$ cat src/rtl/lpt_pkg.sv
package lpt_pkg;
   typedef enum logic [1:0] {
      SEL_NONE = 2'd0,
      SEL_DATA = 2'd1,
      SEL_STAT = 2'd2,
      SEL_CTRL = 2'd3
   } lpt_sel_e;

   localparam int unsigned OFS_DATA = 0;
   localparam int unsigned OFS_STAT = 1;
   localparam int unsigned OFS_CTRL = 2;
   localparam int unsigned PORT_SPAN = 3;
endpackage

$ cat src/rtl/lpt_addr_decode.sv
module lpt_addr_decode
   import lpt_pkg::*;
#(
   parameter int unsigned ADDR_W    = 10,
   parameter int unsigned BASE_ADDR = 'h378
)(
   input  logic [ADDR_W-1:0] addr,
   input  logic              io_cycle,
   output lpt_sel_e          sel
);
   localparam logic [ADDR_W-1:0] A_DATA = ADDR_W'(BASE_ADDR + OFS_DATA);
   localparam logic [ADDR_W-1:0] A_STAT = ADDR_W'(BASE_ADDR + OFS_STAT);
   localparam logic [ADDR_W-1:0] A_CTRL = ADDR_W'(BASE_ADDR + OFS_CTRL);

   initial begin
      assert (BASE_ADDR + PORT_SPAN <= (1 << ADDR_W))
         else $error("port window exceeds I/O space");
   end

   always_comb begin
      sel = SEL_NONE;
      if (io_cycle) begin
         if (addr == A_DATA)      sel = SEL_DATA;
         else if (addr == A_STAT) sel = SEL_STAT;
         else if (addr == A_CTRL) sel = SEL_CTRL;
      end
   end
endmodule

$ cat src/rtl/lpt_sync.sv
module lpt_sync #(
   parameter int unsigned STAGES    = 2,
   parameter bit          RESET_VAL = 1'b0
)(
   input  logic clk,
   input  logic rst_n,
   input  logic async_in,
   output logic sync_out
);
   initial begin
      assert (STAGES >= 2) else $error("synchronizer needs at least two stages");
   end

   logic [STAGES-1:0] chain_q;

   genvar gi;
   generate
      for (gi = 0; gi < STAGES; gi++) begin : g_stage
         if (gi == 0) begin : g_first
            always_ff @(posedge clk or negedge rst_n) begin
               if (!rst_n) chain_q[0] <= RESET_VAL;
               else        chain_q[0] <= async_in;
            end
         end else begin : g_next
            always_ff @(posedge clk or negedge rst_n) begin
               if (!rst_n) chain_q[gi] <= RESET_VAL;
               else        chain_q[gi] <= chain_q[gi-1];
            end
         end
      end
   endgenerate

   assign sync_out = chain_q[STAGES-1];
endmodule

$ cat src/rtl/lpt_regs.sv
module lpt_regs
   import lpt_pkg::*;
#(
   parameter int unsigned DATA_W     = 8,
   parameter int unsigned READY_BIT  = 7,
   parameter int unsigned STROBE_BIT = 0
)(
   input  logic              clk,
   input  logic              rst_n,
   input  lpt_sel_e          sel,
   input  logic              wr,
   input  logic              rd,
   input  logic [DATA_W-1:0] wdata,
   input  logic              busy_sync,
   output logic [DATA_W-1:0] rdata,
   output logic              rdata_drive,
   output logic [DATA_W-1:0] lpt_data,
   output logic              lpt_strobe
);
   initial begin
      assert (READY_BIT < DATA_W && STROBE_BIT < DATA_W)
         else $error("bit position outside register width");
   end

   logic [DATA_W-1:0] data_q;
   logic              strobe_q;
   logic              wr_data, wr_ctrl;

   assign wr_data = wr && (sel == SEL_DATA);
   assign wr_ctrl = wr && (sel == SEL_CTRL);

   always_ff @(posedge clk or negedge rst_n) begin
      if (!rst_n)       data_q <= '0;
      else if (wr_data) data_q <= wdata;
   end

   always_ff @(posedge clk or negedge rst_n) begin
      if (!rst_n)       strobe_q <= 1'b0;
      else if (wr_ctrl) strobe_q <= wdata[STROBE_BIT];
   end

   always_comb begin
      rdata       = '0;
      rdata_drive = rd && (sel != SEL_NONE);
      if (rd) begin
         unique case (sel)
            SEL_DATA: rdata = data_q;
            SEL_STAT: rdata[READY_BIT]  = ~busy_sync;
            SEL_CTRL: rdata[STROBE_BIT] = strobe_q;
            default:  rdata = '0;
         endcase
      end
   end

   assign lpt_data   = data_q;
   assign lpt_strobe = strobe_q;

   AST_DATA_HOLD: assert property (@(posedge clk) disable iff (!rst_n)
      !wr_data |=> $stable(lpt_data));
   AST_DATA_LOAD: assert property (@(posedge clk) disable iff (!rst_n)
      wr_data |=> lpt_data == $past(wdata));
   AST_STROBE_FOLLOW: assert property (@(posedge clk) disable iff (!rst_n)
      wr_ctrl |=> lpt_strobe == $past(wdata[STROBE_BIT]));
   AST_STATUS_SPARE_ZERO: assert property (@(posedge clk) disable iff (!rst_n)
      (rd && sel == SEL_STAT) |-> $countones(rdata) <= 1);
   AST_IDLE_BUS_ZERO: assert property (@(posedge clk) disable iff (!rst_n)
      !rdata_drive |-> rdata == '0);
endmodule

$ cat src/rtl/lpt_port_ctrl.sv
module lpt_port_ctrl
   import lpt_pkg::*;
#(
   parameter int unsigned ADDR_W      = 10,
   parameter int unsigned DATA_W      = 8,
   parameter int unsigned BASE_ADDR   = 'h378,
   parameter int unsigned SYNC_STAGES = 2,
   parameter int unsigned READY_BIT   = 7,
   parameter int unsigned STROBE_BIT  = 0
)(
   input  logic              clk,
   input  logic              rst_n,
   input  logic [ADDR_W-1:0] io_addr,
   input  logic              io_cycle,
   input  logic              io_wr,
   input  logic              io_rd,
   input  logic [DATA_W-1:0] io_wdata,
   output logic [DATA_W-1:0] io_rdata,
   output logic              io_rdata_drive,
   output logic [DATA_W-1:0] lpt_data,
   output logic              lpt_strobe,
   input  logic              lpt_busy
);
   lpt_sel_e sel;
   logic     busy_sync;

   lpt_addr_decode #(.ADDR_W(ADDR_W), .BASE_ADDR(BASE_ADDR)) u_dec (
      .addr     (io_addr),
      .io_cycle (io_cycle),
      .sel      (sel)
   );

   lpt_sync #(.STAGES(SYNC_STAGES), .RESET_VAL(1'b0)) u_sync (
      .clk      (clk),
      .rst_n    (rst_n),
      .async_in (lpt_busy),
      .sync_out (busy_sync)
   );

   lpt_regs #(.DATA_W(DATA_W), .READY_BIT(READY_BIT), .STROBE_BIT(STROBE_BIT)) u_regs (
      .clk         (clk),
      .rst_n       (rst_n),
      .sel         (sel),
      .wr          (io_wr),
      .rd          (io_rd),
      .wdata       (io_wdata),
      .busy_sync   (busy_sync),
      .rdata       (io_rdata),
      .rdata_drive (io_rdata_drive),
      .lpt_data    (lpt_data),
      .lpt_strobe  (lpt_strobe)
   );

   AST_MEM_CYCLE_SILENT: assert property (@(posedge clk) disable iff (!rst_n)
      !io_cycle |-> !io_rdata_drive);
   AST_MEM_CYCLE_NO_WRITE: assert property (@(posedge clk) disable iff (!rst_n)
      !io_cycle |=> $stable(lpt_data) && $stable(lpt_strobe));
endmodule

$ cat config.mk
export PLATFORM = sky130hd
export DESIGN_NAME = lpt_port_ctrl
export DESIGN_NICKNAME = d
export VERILOG_FILES = /design/src/rtl/lpt_pkg.sv /design/src/rtl/lpt_addr_decode.sv /design/src/rtl/lpt_sync.sv /design/src/rtl/lpt_regs.sv /design/src/rtl/lpt_port_ctrl.sv
export SDC_FILE = /design/constraint.sdc
export NUM_CORES = 1
export LEC_CHECK = 0
export ABC_AREA = 1
export ABC_CLOCK_PERIOD_IN_PS = 2900
export CAP_MARGIN = 20
export CELL_PAD_IN_SITES_DETAIL_PLACEMENT = 0
export CELL_PAD_IN_SITES_GLOBAL_PLACEMENT = 1
export CORE_MARGIN = 8
export CORE_UTILIZATION = 25
export DETAILED_ROUTE_END_ITERATION = 8
export GPL_ROUTABILITY_DRIVEN = 1
export GPL_TIMING_DRIVEN = 0
export PLACE_DENSITY_LB_ADDON = 0.1
export SKIP_LAST_GASP = 1
export SYNTH_ARGS = -nofsm -noshare
export SYNTH_HDL_FRONTEND = slang
export SYNTH_SLANG_ARGS = --single-unit
$ cat constraint.sdc
create_clock -name clk -period 2.9 [get_ports clk]
set_input_delay 0.58 -clock clk [delete_from_list [all_inputs] [get_ports clk]]
set_output_delay 0.58 -clock clk [all_outputs]
set_load 0.02 [all_outputs]
# After elaboration in Yosys (flattened, before gate mapping)
# Cells that the tools add are included.
# word_totals
ff_bits,11
in_bits,24
out_inout_bits,18
wordCells,23
# classes
n_eq_ne,6
n_mux,8
n_bitwise,1
n_reduce_logical,4
# ops
cell,n
== test 10 bit (second input constant),3
two-way mux 2 bit,4
two-way mux 8 bit,1
two-way mux 6 bit,1
== test 2 bit (second input constant),2
one-hot mux 1 bit (2 select lines),2
logical AND 1 bit,3
== test 2 x 1 -> 1 bit (second input constant),1
nonzero test 2 bit,1
NOT 1 bit,1

# Longest topological paths before layout
# depth
depth_word,8
depth_mapped,10
mapped_depth_nobuf,10

# Hierarchy
# Synthesis repeated with hierarchy kept, for this count alone.
# hier_totals
cells_unflattened,87
hier_area_um2,630.6
# modules_own_cells
mod,n_inst,cells_each,area_per_inst_um2,seq_area_each_um2
lpt_regs,1,68,515.5,225.2
lpt_addr_decode,1,17,65.1,0.0
lpt_sync,1,2,50.0,50.0

# Worst setup path after synthesis
# No wires, ideal clock.
# synth_timing
path_type,input to output
start,input io_addr[7]
end,output io_rdata[0]
t_arrival_ns,1.536
required_ns,2.320
setup_slack_ns,0.784
stages,10
n_path_buf,1
cell_sequence,inv_1 -> nand2_1 -> nor2_4 -> nand2_2 -> nor2_4 -> inv_2 -> nor2_8 -> buf_6 -> nand2_2 -> a21oi_2
# synth_between
elab_chain_len,8
elab_cells_between_ends,11
cone_classes,eq/ne (5); mux (6)
# synth_rtl
element,line,rtl
"start, declared",lpt_port_ctrl.sv:13,"input logic [ADDR_W-1:0] io_addr,"
== test 10 bit,lpt_addr_decode.sv:25,else if (addr == A_CTRL) sel = SEL_CTRL;
two-way mux 2 bit,lpt_addr_decode.sv:25,
two-way mux 2 bit,lpt_addr_decode.sv:24,else if (addr == A_STAT) sel = SEL_STAT;
two-way mux 2 bit (*),lpt_addr_decode.sv:23,if (addr == A_DATA) sel = SEL_DATA;
two-way mux 2 bit (*),lpt_addr_decode.sv:22,if (io_cycle) begin
== test 2 bit or == test 2 x 1 -> 1 bit (tied branches),lpt_regs.sv:46,unique case (sel)
one-hot mux 1 bit (2 select lines) (*),lpt_regs.sv:46,
two-way mux 8 bit (*),lpt_regs.sv:45,if (rd) begin
"end, declared",lpt_port_ctrl.sv:18,"output logic [DATA_W-1:0] io_rdata,"
# Mark *: on every way between the ends. The rest lies on a longest branch, timed or not.

# Worst setup path after layout
# layout_timing
start,input io_addr[4]
end,output io_rdata[3]
# layout_between
elab_chain_len,8
elab_cells_between_ends,10
cone_classes,eq/ne (4); mux (6)
# layout_rtl
element,line
== test 10 bit,lpt_addr_decode.sv:25
two-way mux 2 bit,lpt_addr_decode.sv:25
two-way mux 2 bit,lpt_addr_decode.sv:24
two-way mux 2 bit (*),lpt_addr_decode.sv:23
two-way mux 2 bit (*),lpt_addr_decode.sv:22
== test 2 x 1 -> 1 bit (*),lpt_regs.sv:46
two-way mux 6 bit (*),lpt_regs.sv:46
two-way mux 8 bit (*),lpt_regs.sv:45
# Marks and branches as above.

==> metrics.csv <==
metric,value,unit
clock_latency,270,ps
final_common_cell,clkdlybuf4s50_1,
rr_startpoint,u_regs.lpt_strobe,
finish.utilization,44.1,%
synth_top_area_cell,dfrtp_1,
gr-total-overflow,0,
rsz0062_at_grt,false,
final_nets,159,
routed_via_density,4.15,
grt_pass1_wl,3.01,mm
cts.htree.levels,1,
area_growth,68.2,%
ant_nets,0,
num_antenna_cells,0,
grt_max_degree,12,
status,"finished, final reports clean",
dieHeight,66.8,um
core_area,0.00245,sq mm
cts_root_buffer,clkbuf_4,
netlist_area,644,sq um
avgSynthCellArea,7.24,sq um
track_usage,8.82,%
drt-initial-drc-count,14,
drc_errors,0,
vias,680,
worst_slew_pin_slew,483,ps
clk_path_buf_depth,2,
hpwl,1.56,mm
p_leak,0.523,nW
peakVddDrop,0.194,mV
ys_ff_latch,11,
r2r_slack,2270,ps
post-route-period-util,94.9,%
final-hold-violation-count,0,
max_stage_delay,460,ps
ys_seq_area_share,42.7,%
maxCapViolCount,0,
detail_route.wl_per_cell,11.6,um
gp_congestion,0.719,
yosys.area.top_type_share,42.7,%
floorplan.initialDensity,26.2,%
fmax,363,MHz
min_from,u_sync.chain_q[0],
fillerInstances,281,
worstPathArrival,2170,ps
relSlewSlack,67.7,%
antenna_found_initial,0,
worst_setup_path_start_kind,input port,
cpMaxStageDelayCell,clkdlybuf4s50_1,
synth_fp_nets,113,
drtPass1Iterations,4,
hold_class,register to register,
die-area,0.00446,sq mm
num_rows,18,
cts_buffers,3,
path_buf_inv,3,
finalMaxSlewViolations,0,
whs_path_depth,0,
final_cell_mix,"clkdlybuf4s50_1, nand2_1, inv_1, nand3_1",
cts_tree,yes,
fin_crit,2750,ps
die_w,66.8,um
yosysWarnings,0,
hold_path_end,u_sync.sync_out,
critical_path_class,input port to output pin,
drt-total-wl,1.90,mm
cp-end-kind,output pin,
io_pins,42,
ys_top_cells_by_area,"dfrtp_1, nand2_1, nand3_1",
grt_pass1_vias,669,
synthCells,89,
synth_cell_types,15,
power_density,288,mW/mm^2
drive_gt1_share,15.7,%
path_max_fanout,6,
clock_sinks,11,
cts_setup_buffers,0,
worstPathCellList,clkdlybuf4s50_1 > nand2_1 > nor2_4 > nand2_2 > nor2_4 > inv_2 > nor2_8 > nand2_2 > nor2_1 > dlygate4sd2_1,
portBuffers,41,
rr_worst_depth,2,
critPathTopFamily,buffers and inverters,
placed_cell_area,0.00109,sq mm
reg2reg_to,u_regs.lpt_strobe,
setup_viol,0,
stdcell_area,0.00108,sq mm
finClkSkew,0.0427,ps
cp.required,2320,ps
clk_pin_slew,70,ps
## power breakdown
part	total [mW]	leakage (nW)	switching [mW]	internal, mW
logic	0.0511	0.359	0.0195	0.0316
registers	0.157	0.149	0.00100	0.156
clock network	0.105	0.0150	0.0514	0.0533
## cells by family (layout without fill, tap and decap cells)
logic type | count (synthesis) | in the layout | synth area share [%]
AND/OR/NAND/NOR | 60 | 60 | 44.7
buffers and inverters | 16 | 61 | 10.5
flip-flops | 11 | 11 | 42.7
AO/OA/AOI/OAI | 2 | 2 | 2.14
## synth_stat cells, drive strengths merged
library cell,instances
a21oi,2
buf,1
clkbuf,1
dfrtp,11
inv,14
nand2,30
nand3,13
nand4,2
nor2,15
## worst max path at each step
stage,slack (ps),cells after the start,from,endpoint
2_1_floorplan,780,10,io_addr[7],io_rdata[0]
3_3_place_gp,-250,10,io_addr[5],io_rdata[1]
3_5_place_dp,-250,11,io_addr[5],io_rdata[0]
4_1_cts,20,11,io_addr[4],io_rdata[0]
5_1_grt,20,8,io_addr[1],io_rdata_drive
6_report,150,10,io_addr[4],io_rdata[3]
## metal layers
metal / global-route usage, % / share of wire (%)
met1: 9.37 / 41
met3: 4.36 / 11
met5: 0 / 0
met4: 4.00 / 1.3
met2: 14.3 / 47
## layout make-up
| type | instances | area (sq um) | share of cell area (%) |
|---|---|---|---|
| plain buffers | 2 | 15.0 | 1.39 |
| clock buffers | 4 | 26.3 | 2.42 |
| inverters | 14 | 52.6 | 4.85 |
| multi-input cells | 62 | 304 | 28.1 |
| flip-flops and latches | 11 | 275 | 25.4 |
| well taps | 30 | 37.5 | 3.46 |
| repair buffers | 41 | 373 | 34.4 |
## state kept, by name (all words and copies together) (netlist names)
signal             flops
u_regs.lpt_strobe      1
u_regs.lpt_data        8
u_sync.chain_q         1
u_sync.sync_out        1
## metrics by stage
stage / total power, mW / hold WS (ps) / std cells / TNS, ps / setup slack [ps]
2_1_floorplan: 0.171 / 284 / 89 / 0 / 784
3_3_place_gp: 0.211 / 339 / 160 / -1980 / -248
3_5_place_dp: 0.211 / 341 / 160 / -1930 / -251
4_1_cts: 0.315 / 357 / 164 / 0 / 16.5
5_1_grt: 0.325 / 359 / 164 / 0 / 24.3
6_report: 0.312 / 354 / 164 / 0 / 147
## repair_timing
item | CTS | global route
gates resized for setup | 9 | 15
endpoints found under the hold margin | 0 | 0
hold buffers | 0 | 0
endpoints found under the setup margin | 9 | 8
Power figures use the tool's default switching activity.
